<file path="src/rtl/erase_seq_pkg.sv">
// Shared constants and types for the flash erase walker.
// Assumes: one command opcode, five sequencer states.
package erase_seq_pkg;
    localparam logic [7:0] ERASE_OPCODE = 8'h50;

    typedef enum logic [2:0] {
        ST_IDLE,
        ST_LOAD,
        ST_SHIFT,
        ST_GUARD,
        ST_WAIT
    } seq_state_t;
endpackage

</file>
<file path="src/rtl/spi_mode3_tx.sv">
// Byte-wide SPI mode-3 transmitter, MSB first.
// SCK is low for the first half of each bit period and high for the second,
// so data shifts on the falling edge and is stable at the rising edge.
// Assumes: CLK_DIV is even and at least 2; load_i arrives only while idle.
module spi_mode3_tx #(
    parameter int CLK_DIV = 4
) (
    input  logic       clk,
    input  logic       rst_n,
    input  logic       load_i,
    input  logic [7:0] byte_i,
    output logic       busy_o,
    output logic       done_o,
    output logic       sck_o,
    output logic       mosi_o
);
    localparam int PH_W = (CLK_DIV > 2) ? $clog2(CLK_DIV) : 1;
    localparam logic [PH_W-1:0] HALF_P = PH_W'(CLK_DIV / 2);
    localparam logic [PH_W-1:0] LAST_P = PH_W'(CLK_DIV - 1);

    logic [7:0]      shreg_q;
    logic [2:0]      bit_q;
    logic [PH_W-1:0] phase_q;
    logic            active_q;

    // Bit timing and shifting for one byte.
    always_ff @(posedge clk) begin
        if (!rst_n) begin
            shreg_q  <= '0;
            bit_q    <= '0;
            phase_q  <= '0;
            active_q <= 1'b0;
        end else if (load_i && !active_q) begin
            shreg_q  <= byte_i;
            bit_q    <= '0;
            phase_q  <= '0;
            active_q <= 1'b1;
        end else if (active_q) begin
            if (phase_q == LAST_P) begin
                phase_q <= '0;
                if (bit_q == 3'd7) begin
                    active_q <= 1'b0;
                end else begin
                    bit_q   <= bit_q + 3'd1;
                    shreg_q <= {shreg_q[6:0], 1'b0};
                end
            end else begin
                phase_q <= phase_q + 1'b1;
            end
        end
    end

    assign busy_o = active_q;
    assign done_o = active_q && (phase_q == LAST_P) && (bit_q == 3'd7);
    assign sck_o  = !active_q || (phase_q >= HALF_P);
    assign mosi_o = shreg_q[7];

    // data must hold while the serial clock stays high.
    a_r4_mosi_stable_high: assert property (@(posedge clk) disable iff (!rst_n)
        (sck_o && $past(sck_o)) |-> $stable(mosi_o));

    // a new byte is never loaded in the middle of another.
    a_r4_load_only_idle: assert property (@(posedge clk) disable iff (!rst_n)
        load_i |-> !active_q);
endmodule

</file>
<file path="src/rtl/erase_frame_bytes.sv">
// Builds the erase command frame for one block and selects one byte of it.
// Frame, MSB first: opcode, PAD_HI zero bits, block number, PAD_LO zero bits.
// Assumes: the frame width is a multiple of 8.
module erase_frame_bytes
    import erase_seq_pkg::*;
#(
    parameter int ADDR_W = 9,
    parameter int PAD_HI = 2,
    parameter int PAD_LO = 13,
    localparam int FRAME_W = 8 + PAD_HI + ADDR_W + PAD_LO,
    localparam int FRAME_BYTES = FRAME_W / 8,
    localparam int IDX_W = (FRAME_BYTES > 2) ? $clog2(FRAME_BYTES) : 1
) (
    input  logic [ADDR_W-1:0] blk_i,
    input  logic [IDX_W-1:0]  idx_i,
    output logic [7:0]        byte_o
);
    logic [FRAME_W-1:0] frame;
    logic [7:0]         frame_bytes [FRAME_BYTES];

    assign frame = {ERASE_OPCODE, {PAD_HI{1'b0}}, blk_i, {PAD_LO{1'b0}}};

    // Slice the frame into bytes, first byte at the top.
    for (genvar k = 0; k < FRAME_BYTES; k++) begin : g_slice
        assign frame_bytes[k] = frame[FRAME_W-1-8*k -: 8];
    end

    assign byte_o = frame_bytes[idx_i];
endmodule

</file>
<file path="src/rtl/erase_walk_ctrl.sv">
// Control state machine: walks blocks 0..BLOCK_COUNT-1. For each block it
// frames the command under chip select, waits a guard interval, then waits
// for the device to report ready.
// Assumes: tx_done_i is a single-cycle end-of-byte strobe.
module erase_walk_ctrl
    import erase_seq_pkg::*;
#(
    parameter int BLOCK_COUNT  = 512,
    parameter int ADDR_W       = 9,
    parameter int FRAME_BYTES  = 4,
    parameter int GUARD_CYCLES = 2,
    localparam int IDX_W = (FRAME_BYTES > 2) ? $clog2(FRAME_BYTES) : 1,
    localparam int G_W   = $clog2(GUARD_CYCLES + 1)
) (
    input  logic              clk,
    input  logic              rst_n,
    input  logic              start_i,
    input  logic              rdy_i,
    input  logic              tx_done_i,
    output logic              tx_load_o,
    output logic [IDX_W-1:0]  idx_o,
    output logic [ADDR_W-1:0] blk_o,
    output logic              cs_n_o,
    output logic              busy_o,
    output logic              done_o,
    output logic              restart_o
);
    localparam logic [ADDR_W-1:0] BLK_LAST = ADDR_W'(BLOCK_COUNT - 1);
    localparam logic [IDX_W-1:0]  IDX_LAST = IDX_W'(FRAME_BYTES - 1);
    localparam logic [G_W-1:0]    G_LAST   = G_W'(GUARD_CYCLES - 1);

    seq_state_t        state_q;
    logic [ADDR_W-1:0] blk_q;
    logic [IDX_W-1:0]  idx_q;
    logic [G_W-1:0]    gcnt_q;

    // Sequence states, block/byte counters and registered strobes.
    always_ff @(posedge clk) begin
        if (!rst_n) begin
            state_q   <= ST_IDLE;
            blk_q     <= '0;
            idx_q     <= '0;
            gcnt_q    <= '0;
            cs_n_o    <= 1'b1;
            tx_load_o <= 1'b0;
            done_o    <= 1'b0;
            restart_o <= 1'b0;
        end else begin
            tx_load_o <= 1'b0;
            done_o    <= 1'b0;
            restart_o <= 1'b0;
            case (state_q)
                ST_IDLE: begin
                    if (start_i) begin
                        restart_o <= 1'b1;
                        blk_q     <= '0;
                        idx_q     <= '0;
                        cs_n_o    <= 1'b0;
                        state_q   <= ST_LOAD;
                    end
                end
                ST_LOAD: begin
                    tx_load_o <= 1'b1;
                    state_q   <= ST_SHIFT;
                end
                ST_SHIFT: begin
                    if (tx_done_i) begin
                        if (idx_q == IDX_LAST) begin
                            cs_n_o  <= 1'b1;
                            gcnt_q  <= '0;
                            state_q <= ST_GUARD;
                        end else begin
                            idx_q   <= idx_q + 1'b1;
                            state_q <= ST_LOAD;
                        end
                    end
                end
                ST_GUARD: begin
                    if (gcnt_q == G_LAST) begin
                        state_q <= ST_WAIT;
                    end else begin
                        gcnt_q <= gcnt_q + 1'b1;
                    end
                end
                ST_WAIT: begin
                    if (rdy_i) begin
                        if (blk_q == BLK_LAST) begin
                            done_o  <= 1'b1;
                            state_q <= ST_IDLE;
                        end else begin
                            blk_q   <= blk_q + 1'b1;
                            idx_q   <= '0;
                            cs_n_o  <= 1'b0;
                            state_q <= ST_LOAD;
                        end
                    end
                end
                default: state_q <= ST_IDLE;
            endcase
        end
    end

    assign busy_o = (state_q != ST_IDLE);
    assign idx_o  = idx_q;
    assign blk_o  = blk_q;

    // a following frame opens only after the device reported ready.
    a_r6_ready_before_next: assert property (@(posedge clk) disable iff (!rst_n)
        ($fell(cs_n_o) && $past(state_q == ST_WAIT)) |-> $past(rdy_i));

    // the done strobe lasts a single clock.
    a_r7_done_single: assert property (@(posedge clk) disable iff (!rst_n)
        done_o |=> !done_o);

    // done follows completion of the final block only.
    a_r7_done_after_last: assert property (@(posedge clk) disable iff (!rst_n)
        done_o |-> ($past(blk_q) == BLK_LAST) && !busy_o);

    // restart is issued only from the idle state.
    a_r8_restart_from_idle: assert property (@(posedge clk) disable iff (!rst_n)
        restart_o |-> $past(state_q == ST_IDLE));
endmodule

</file>
<file path="src/rtl/flash_erase_walker.sv">
// Top: whole-device serial flash erase over SPI mode 3, gated by the
// device's ready/busy pin. Ties the controller, frame builder and shifter.
// Assumes: rdy_i is synchronous to clk; MISO carries nothing needed here.
module flash_erase_walker
    import erase_seq_pkg::*;
#(
    parameter int BLOCK_COUNT  = 512,
    parameter int ADDR_W       = 9,
    parameter int CLK_DIV      = 4,
    parameter int GUARD_CYCLES = 2
) (
    input  logic clk,
    input  logic rst_n,
    input  logic start_i,
    input  logic rdy_i,
    input  logic miso_i,
    output logic cs_n_o,
    output logic sck_o,
    output logic mosi_o,
    output logic busy_o,
    output logic done_o,
    output logic restart_o
);
    localparam int PAD_HI      = 2;
    localparam int PAD_LO      = 13;
    localparam int FRAME_BYTES = (8 + PAD_HI + ADDR_W + PAD_LO) / 8;
    localparam int IDX_W       = (FRAME_BYTES > 2) ? $clog2(FRAME_BYTES) : 1;

    logic              tx_load, tx_done, tx_busy;
    logic [IDX_W-1:0]  idx;
    logic [ADDR_W-1:0] blk;
    logic [7:0]        tx_byte;
    logic              unused_miso;

    assign unused_miso = miso_i;

    erase_walk_ctrl #(
        .BLOCK_COUNT (BLOCK_COUNT),
        .ADDR_W      (ADDR_W),
        .FRAME_BYTES (FRAME_BYTES),
        .GUARD_CYCLES(GUARD_CYCLES)
    ) ctrl_i (
        .clk      (clk),
        .rst_n    (rst_n),
        .start_i  (start_i),
        .rdy_i    (rdy_i),
        .tx_done_i(tx_done),
        .tx_load_o(tx_load),
        .idx_o    (idx),
        .blk_o    (blk),
        .cs_n_o   (cs_n_o),
        .busy_o   (busy_o),
        .done_o   (done_o),
        .restart_o(restart_o)
    );

    erase_frame_bytes #(
        .ADDR_W(ADDR_W),
        .PAD_HI(PAD_HI),
        .PAD_LO(PAD_LO)
    ) frame_i (
        .blk_i (blk),
        .idx_i (idx),
        .byte_o(tx_byte)
    );

    spi_mode3_tx #(
        .CLK_DIV(CLK_DIV)
    ) tx_i (
        .clk   (clk),
        .rst_n (rst_n),
        .load_i(tx_load),
        .byte_i(tx_byte),
        .busy_o(tx_busy),
        .done_o(tx_done),
        .sck_o (sck_o),
        .mosi_o(mosi_o)
    );

    // chip select is held low whenever a byte is on the wire.
    a_r3_cs_low_while_shifting: assert property (@(posedge clk) disable iff (!rst_n)
        tx_busy |-> !cs_n_o);

    // the serial clock is high whenever chip select is high.
    a_r4_sck_idle_high: assert property (@(posedge clk) disable iff (!rst_n)
        cs_n_o |-> sck_o);
endmodule

</file>
<file path="config.mk">
export PLATFORM = sky130hd
export DESIGN_NAME = flash_erase_walker
export DESIGN_NICKNAME = d
export VERILOG_FILES = /design/src/rtl/erase_seq_pkg.sv /design/src/rtl/spi_mode3_tx.sv /design/src/rtl/erase_frame_bytes.sv /design/src/rtl/erase_walk_ctrl.sv /design/src/rtl/flash_erase_walker.sv
export SDC_FILE = /design/constraint.sdc
export NUM_CORES = 1
export LEC_CHECK = 0
export BUFFER_PORTS_ARGS = -buffer_cell sky130_fd_sc_hd__buf_2
export CAP_MARGIN = 20
export CORE_ASPECT_RATIO = 2
export CORE_UTILIZATION = 60
export CTS_CLUSTER_SIZE = 12
export DETAILED_ROUTE_END_ITERATION = 6
export PLACE_DENSITY = 0.79
export SYNTH_ARGS = -nofsm -noshare
export SYNTH_HDL_FRONTEND = slang
export SYNTH_SLANG_ARGS = --single-unit
</file>
<file path="constraint.sdc">
create_clock -name clk -period 2.97 [get_ports clk]
set_input_delay 0.1485 -clock clk [delete_from_list [all_inputs] [get_ports clk]]
set_output_delay 0.1485 -clock clk [all_outputs]
set_load 0.01 [all_outputs]
</file>
Yosys cells after proc, flatten, opt, wreduce, memory -nomap -nowiden
Index checks and enable logic that the tools add are counted.

word-level totals
  bits in registers = 34
  input bits = 5
  word-level logic and storage cells = 104

cells by class
  add/subtract/negate cells = 5
  magnitude comparators = 2
  eq/ne operators = 18
  muxes and demuxes = 42
  bitwise gates (word level) = 3
  reduce and logical (&&, ||, !) cells = 22

operators with widths
  kind                                                                   count
  8-bit two-way mux                                                      6
  9-bit two-way mux                                                      3
  2-bit two-way mux                                                      10
  9-bit one-hot mux with 2 select lines                                  1
  8-bit binary-select mux with 2-bit select                              1
  3-bit one-hot mux with 5 select lines                                  1
  1-bit two-way mux                                                      13
  3-bit two-way mux                                                      4
  4-bit AND reduction                                                    3
  6-bit AND reduction                                                    2
  2-bit != test, second input constant                                   5
  9-bit by 1-bit adder with 9-bit output, second input constant          1
  9-bit equality test, second input constant                             1
  3-bit AND reduction                                                    3
  2-bit by 1-bit != test with 1-bit output, second input constant        4
  2-bit nonzero test                                                     4
  2-bit by 1-bit adder with 2-bit output, second input constant          3
  3-bit by 2-bit equality test with 1-bit output, second input constant  2
  3-bit equality test, second input constant                             2
  2-bit one-hot mux with 3 select lines                                  1
  3-bit nonzero test                                                     2
  2-bit equality test, second input constant                             2
  2-bit one-hot mux with 2 select lines                                  1
  3-bit by 1-bit adder with 3-bit output, second input constant          1
  other kinds (13)                                                       16

Longest topological paths before layout
Gate-level depths: netlist of the first run.

  depth in word-level cells = 5
  mapped depth = 8
  depth with buffers taken out = 7

By module
From an unflattened synthesis of the first run, not the netlist that was laid out.

second synthesis, totals
  cell total of the unflattened synthesis = 207
  area, all modules = 1845.5 um^2

modules (own cells, without submodules)
  module             instances  cells each  area each (um^2)  seq. area each (um^2)
  erase_walk_ctrl    1          125         1126.1            400.4
  spi_mode3_tx       1          70          640.6             280.3
  erase_frame_bytes  1          12          78.8              0.0

Worst setup path after synthesis of the first run
Ideal clock, no wire load.

  kind = flip-flop to flip-flop
  start = reg ctrl_i.blk_q[2] (netlist: ctrl_i.blk_o[2])
  end = reg ctrl_i.blk_q[4] (netlist: ctrl_i.blk_o[4])
  arrival = 1.664 ns
  required time = 2.850 ns
  path slack = 1.186 ns
  cell stages (with the launch flop) = 9
  buffers on the path = 1
  clock period less this slack = 1.784 ns
  path through = dfxtp_1 -> and4_1 -> and4_1 -> ha_1 -> and3b_1 -> buf_2 -> o2111ai_1 -> xor2_1 -> nor2_1

on the way
  cells in the longest elaborated chain, start to end = 4
  elaborated cells between the ends (all ways) = 7
  classes of those cells = 1 x add/sub; 2 x eq/ne; 3 x mux; 1 x reduce/logical

ends and longest elaborated chain
  item                                    line                   source
  start: declaration                      erase_walk_ctrl.sv:33  logic [ADDR_W-1:0] blk_q;
  start signal: assignment                erase_walk_ctrl.sv:91  blk_q <= blk_q + 1'b1;
  9-bit by 1-bit adder with 9-bit output  erase_walk_ctrl.sv:91
  9-bit two-way mux                       erase_walk_ctrl.sv:87  if (blk_q == BLK_LAST) begin
  9-bit two-way mux                       erase_walk_ctrl.sv:86  if (rdy_i) begin
  9-bit one-hot mux with 2 select lines   erase_walk_ctrl.sv:52  case (state_q)

Parallel ways exist; a longest one is shown, timed or not. The select of a mux whose other input is x is not followed.
A chain may end at the register's enable or synchronous reset.

Worst setup path after layout of the first run
  start = reg tx_i.bit_q[0]
  end = reg tx_i.shreg_q[3]

on the way
  cells in the longest elaborated chain, start to end = 3

ends and longest elaborated chain
  item                                                       line                source
  start: declaration                                         spi_mode3_tx.sv:22  logic [2:0] bit_q;
  start signal: assignment                                   spi_mode3_tx.sv:44  bit_q <= bit_q + 3'd1;
  3-bit equality test                                        spi_mode3_tx.sv:41  if (bit_q == 3'd7) begin
  2-bit by 1-bit != test with 1-bit output (no source line)  --
  3-bit AND reduction (no source line)                       --
  end signal: assignment                                     spi_mode3_tx.sv:34  shreg_q <= byte_i;
  end signal: assignment                                     spi_mode3_tx.sv:45  shreg_q <= {shreg_q[6:0], 1'b0};
  end: declaration                                           spi_mode3_tx.sv:21  logic [7:0] shreg_q;

Every way passes these cells.

==> metrics.cfg, run 1 <==
[clock_tree]
clock_latency_ns = 0.28
postCtsSetupRepairBufs = 0
ctsResizeCount = 0
cts_buffer_depth = 2
ctsHtreeMaxLevel = 2
path_clk_slew_ns = 0.07
clkSinkCount = 34
root_buffer = clkbuf_8
cts_buffers = 5
cts_tree = built
postCtsHoldBufs = 0

[logic_synthesis]
synth-main-ff-cell = dfxtp_1
syn_area_um2 = 1734
synth_most_common_cell = dfxtp_1
synth_edf_count = 0
ys_types = 48
syn_nets = 200
ys_seq_area_share_pct = 39.25
async_reset_ff_share_pct = 0
synth_area_leaders = dfxtp_1, ha_1, mux2i_1
ys_warn_count = 0
postSynthAreaPerCell_um2 = 9.274
netlist_instances = 187
synth.top_cell.area_share_pct = 39.25
ys_seq_elements = 34
synth_top_area_cell = dfxtp_1
synth_commonest_cells = dfxtp_1, nor2_1, a21oi_1

[floorplanning]
pin_count = 11
die-area_um2 = 3122
coreArea_um2 = 2736
num_rows = 27
fp.dieW_um = 40.02
start_util_pct = 63.37
die_h_um = 78.03

[detailed_routing]
viasPerCell = 6.214
wl_per_cell_um = 16.40
vias = 1392
first_pass_iters = 4
drt_iter0_drc = 32
ant_nets = 0
totalWireLength_um = 3673
drc = 0

[grt]
antenna_found_initial = 0
grt_overflow = 0
grt_pass1_wl_um = 5871
grt_max_degree = 19
first_global_vias = 1381
grt_usage_pct = 27.06

[sta]
fin_worst_skew_ns = 0.006228
fin_ws_ns = 0.8973
worst_pin_slew_ns = 0.6160
setup_viol = 0
slew_headroom_pct = 58.81
period_needed_ns = 2.073
fmax_ghz = 0.4825
hold_viol = 0
drv_slew = 0
rsz0062_at_grt = false
final.setup.tns_ns = 0
hold_ws_ns = 0.1252
period_share_pct = 69.79

[setup_path]
r2r_cells = 6
arrival_ns = 2.24
end_kind = flop
crit_fanout = 11
crit_type = flop to flop
start_kind = flop
critical_path_required_ns = 3.13

[placed_design]
gp_congestion = 0.7775
dp_cells = 216
hpwl_um = 2708
numPortBuffers = 9
place_ws_ns = 0.8945

[power]
p_leak_nw = 0.7828
irDropWorstVdd_v = 0.0004156
p_total_mw = 1.082
power_density_nw_per_um2 = 578.4

[layout]
drive_gt1_share_pct = 14.87
finalNetCount = 207
n_antenna_cell = 0
syn_to_final_growth_pct = 7.864
final_cells = 224

[run]
cap_violations = 0

[worst_hold_path]
hold_path_depth = 3
min_path_type = primary input to flop

[run_status]
status = finished clean

## where the power goes
| group | internal (mW) | total [mW] | switching (mW) | leakage (nW) |
|---|---|---|---|---|
| Sequential | 0.481 | 0.518 | 0.0377 | 0.276 |
| Clock | 0.247 | 0.410 | 0.164 | 0.0579 |
| Combinational | 0.0624 | 0.153 | 0.0909 | 0.449 |
| Total | 0.790 | 1.08 | 0.292 | 0.783 |
## routing by layer
metal	global-route usage (%)	wire, µm
met2	48.87	2157
met5	0	0
met4	13.10	85
met1	26.14	1333
met3	5.085	96
## registers in the layout, indices dropped and copies added (netlist names)
register / count
ctrl_i.blk_o: 9
ctrl_i.cs_n_o: 1
ctrl_i.done_o: 1
ctrl_i.gcnt_q: 2
ctrl_i.idx_o: 2
ctrl_i.restart_o: 1
ctrl_i.state_q: 3
ctrl_i.tx_load_o: 1
tx_i.bit_q: 3
tx_i.busy_o: 1
tx_i.phase_q: 2
tx_i.shreg_q: 8
## cell usage in the layout, fill, tap and decap left out, types with 2 or more instances in the layout
cell,count
o211ai_1,2
o21ai_1,2
xor2_1,7
o21ai_0,2
a22oi_1,3
clkbuf_8,5
nor3_1,3
buf_2,9
a211oi_1,5
a32oi_1,2
nand3b_1,3
a21oi_1,11
nand2b_1,3
mux2_2,3
nor2b_1,5
nor2_1,23
and4_1,2
inv_1,8
clkinv_2,2
o2111ai_1,4
mux2i_1,10
and3_1,2
nand2_1,8
nand3_1,6
nand4_1,2
ha_1,8
dfxtp_1,34
## worst max-delay path, stage by stage, from the launching register on
cell,delay (ns)
dfxtp_1,0.33
ha_1,0.21
ha_1,0.23
nand3b_1,0.52
mux2_2,0.45
a22oi_1,0.14
nor2_1,0.06
## kinds of logic after synthesis
| group | count (synthesis) | synth area share (%) |
|---|---|---|
| AND/OR/NAND/NOR | 69 | 22.29 |
| AO/OA/AOI/OAI | 37 | 15.87 |
| flip-flops | 34 | 39.25 |
| buffers and inverters | 18 | 5.050 |
| multiplexers | 13 | 7.720 |
| XOR/XNOR | 8 | 4.041 |
| adder cells (fa/ha/maj) | 8 | 5.772 |
## through the flow
stage | area [µm²] | util, %
2_1_floorplan | 1734 | -
3_3_place_gp | 1762 | 64.38
3_5_place_dp | 1762 | 64.38
4_1_cts | 1871 | 68.36
5_1_grt | 1871 | 68.36
6_report | 1871 | 68.36
## final timing paths
kind / start / to / slack, ns
min: start_i / ctrl_i.restart_o$_SDFF_PN0_ / 0.13
max reg2reg: tx_i.bit_q[0]$_SDFFE_PP0P_ / tx_i.shreg_q[3]$_SDFFE_PN0P_ / 0.90
max: tx_i.bit_q[0]$_SDFFE_PP0P_ / tx_i.shreg_q[3]$_SDFFE_PN0P_ / 0.90
min reg2reg: ctrl_i.gcnt_q[1]$_SDFFE_PN0P_ / ctrl_i.gcnt_q[1]$_SDFFE_PN0P_ / 0.49
## cell type report
class	count	area [µm²]
fillers	227	865.8
repair buffers	9	45.04
clock buffers	5	68.82
clock inverters	3	40.04
well taps	29	36.28
flip-flops and latches	34	680.7
inverters	9	33.78
multi-input cells	135	965.9
No activity file was read; power rests on OpenSTA's default activity.
==> run 2: changes to the inputs <==
--- a/config.mk
+++ b/config.mk
@@ -8,10 +8,10 @@
 export BUFFER_PORTS_ARGS = -buffer_cell sky130_fd_sc_hd__buf_2
 export CAP_MARGIN = 20
 export CORE_ASPECT_RATIO = 2
-export CORE_UTILIZATION = 60
+export CORE_UTILIZATION = 53
 export CTS_CLUSTER_SIZE = 12
 export DETAILED_ROUTE_END_ITERATION = 6
-export PLACE_DENSITY = 0.79
+export PLACE_DENSITY = 0.74
 export SYNTH_ARGS = -nofsm -noshare
 export SYNTH_HDL_FRONTEND = slang
 export SYNTH_SLANG_ARGS = --single-unit
==> constraint.sdc (replaced) <==
create_clock -name clk -period 1.9 [get_ports clk]
set_input_delay 0.095 -clock clk [delete_from_list [all_inputs] [get_ports clk]]
set_output_delay 0.095 -clock clk [all_outputs]
set_load 0.01 [all_outputs]
==> metrics.cfg, run 2 (synthesis results as in run 1) <==
[detailed_routing]
first_pass_iters = 4  ; unchanged
drt_iter0_drc = 23  ; -28%
drc = 0  ; unchanged
totalWireLength_um = 4093  ; +11%
viasPerCell = 6.245  ; +0.49%
ant_nets = 0  ; unchanged
vias = 1505  ; +8.1%
wl_per_cell_um = 16.98  ; +3.6%

[layout]
syn_to_final_growth_pct = 14.65
seq_area_um2 = 684.4  ; +0.55%
finalNetCount = 223  ; +7.7%
drive_gt1_share_pct = 22.38  ; +7.5 points
final_cell_mix = dfxtp_1, nor2_1, buf_4
final_cells = 241  ; +7.6%
largest_register_ffs = 9  ; unchanged
postLayoutCoreUtil_pct = 62.98  ; -5.4 points
n_antenna_cell = 0  ; unchanged
multi_input_area_um2 = 997.2  ; +3.2%
final_common_cell = dfxtp_1
fill_cells = 281  ; +24%

[sta]
fmax_ghz = 0.5494  ; +14%
hold_viol = 0  ; unchanged
worst_pin_slew_ns = 0.6114  ; -0.004582 ns
period_needed_ns = 1.820  ; -0.2524 ns
period_share_pct = 95.81  ; +26 points
rsz0062_at_grt = true
slew_headroom_pct = 59.16  ; +0.35 points
fin_worst_skew_ns = 0.003592  ; -0.002636 ns
drv_slew = 0  ; unchanged
setup_viol = 0  ; unchanged

[power]
irDropWorstVdd_v = 0.0006178  ; +49%
power_density_nw_per_um2 = 787.9  ; +36%
p_leak_nw = 0.8397  ; +7.3%

[floorplanning]
num_rows = 29  ; +7.4%
die-area_um2 = 3518  ; +13%
pin_count = 11  ; unchanged
start_util_pct = 54.93  ; -8.4 points
fp.dieW_um = 42.45  ; +6.1%
coreArea_um2 = 3157  ; +15%
die_h_um = 82.90  ; +6.2%

[grt]
first_global_vias = 1613  ; +17%
grt_pass1_wl_um = 6851  ; +17%
grt_overflow = 0  ; unchanged
antenna_found_initial = 0  ; unchanged
grt_max_degree = 17  ; -2
grt_usage_pct = 25.43  ; -1.6 points

[clock_tree]
cts_tree = built
clock_latency_ns = 0.29  ; about the same
clkSinkCount = 34  ; unchanged
postCtsHoldBufs = 0  ; unchanged
path_clk_slew_ns = 0.06  ; about the same
cts_buffer_depth = 2  ; unchanged
cts_buffers = 5  ; unchanged
root_buffer = clkbuf_8
ctsHtreeMaxLevel = 2  ; unchanged

[placed_design]
gp_congestion = 0.8457  ; +8.8%
numPortBuffers = 9  ; unchanged
hpwl_um = 2951  ; +9.0%
dp_cells = 231  ; +6.9%

[run]
cap_violations = 0  ; unchanged

[setup_path]
r2r_cells = 7  ; +1
arrival_ns = 1.99  ; -0.25 ns
critical_path_required_ns = 2.07  ; -1.06 ns
r2r_start = ctrl_i.blk_o[5]$_SDFFE_PN0P_
crit_fanout = 5  ; -6
rrSetupSlack_ns = 0.08  ; -0.82 ns
end_kind = flop
crit_type = flop to flop
start_kind = flop
reg2reg_to = ctrl_i.blk_o[3]$_SDFFE_PN0P_

[worst_hold_path]
min_path_type = primary input to flop
hold_path_depth = 3  ; unchanged
min_from = start_i
worstHoldEndpoint = ctrl_i.restart_o$_SDFF_PN0_

[run_status]
status = finished clean

run 2: cell types whose count changed in the layout (fill, tap and decap cells not counted), moves of 2 or more:
| cell | delta |
|---|---|
| buf_4 | +15 |
| clkbuf_1 | +2 |
| clkinv_2 | -2 |
| o2111ai_1 | -3 |
| o2111ai_2 | +3 |
run 2: area by class of cell:
| cell class | count | area share (%) |
|---|---|---|
| multi-input cells | 136 | 50.16 |
| flip-flops and latches | 34 | 34.42 |
| repair buffers | 24 | 7.929 |
| clock buffers | 7 | 3.839 |
| well taps | 31 | 1.951 |
| inverters | 9 | 1.699 |
run 2: worst max path at each step:
stage	endpoint	startpoint	cells past startpoint
final	ctrl_i.blk_o[3]$_SDFFE_PN0P_	ctrl_i.blk_o[5]$_SDFFE_PN0P_	7
after global routing	ctrl_i.blk_o[3]$_SDFFE_PN0P_	ctrl_i.blk_o[5]$_SDFFE_PN0P_	7
after CTS	ctrl_i.blk_o[5]$_SDFFE_PN0P_	ctrl_i.blk_o[5]$_SDFFE_PN0P_	7
after detailed placement	ctrl_i.blk_o[4]$_SDFFE_PN0P_	ctrl_i.blk_o[5]$_SDFFE_PN0P_	7
after global placement	ctrl_i.blk_o[7]$_SDFFE_PN0P_	ctrl_i.blk_o[5]$_SDFFE_PN0P_	7
after floorplan	ctrl_i.blk_o[4]$_SDFFE_PN0P_	ctrl_i.blk_o[2]$_SDFFE_PN0P_	8
run 2: worst max-delay path: stages, from the launching register on:
cell,delay (ns)
dfxtp_4,0.36
and4_1,0.19
and4_1,0.21
ha_2,0.19
and3b_2,0.26
o211ai_1,0.22
xor2_1,0.21
nor2_1,0.06
run 2: per-layer routing:
layer / global-route usage [%] / part of all wire (%)
met5: 0 / 0
met4: 19.32 / 5.6
met3: 5.870 / 3.3
met2: 45.03 / 56
met1: 23.59 / 35
run 2: report_power, final:
group | internal (mW) | switching (mW) | leakage [nW] | total, mW
registers | 0.750 | 0.0481 | 0.277 | 0.798
logic | 0.109 | 0.162 | 0.525 | 0.271
clock network | 0.252 | 0.246 | 0.0383 | 0.498
total | 1.11 | 0.456 | 0.840 | 1.57
run 2: metrics by stage:
step | setup WS, ns | hold slack [ns] | power, mW | setup TNS [ns] | cell area (µm²)
2_1_floorplan | 0.1165 | 0.2321 | 1.002 | 0 | 1734
3_3_place_gp | 0.09506 | 0.3639 | 1.062 | 0 | 1862
3_5_place_dp | -0.01167 | 0.3718 | 1.079 | -0.01167 | 1862
4_1_cts | 0.03870 | 0.06353 | 1.577 | 0 | 1941
5_1_grt | -0.003025 | 0.09153 | 1.644 | -0.003025 | 1988
6_report | 0.07968 | 0.07104 | 1.567 | 0 | 1988
run 2: what timing repair did:
item | in CTS | in global routing
setup buffers | 0 | 2
gates resized for setup | 2 | 5
cloned | 0 | 1
endpoints found under the hold margin | 0 | 0
pin swaps | 0 | 3
setup endpoints to repair | 4 | 8
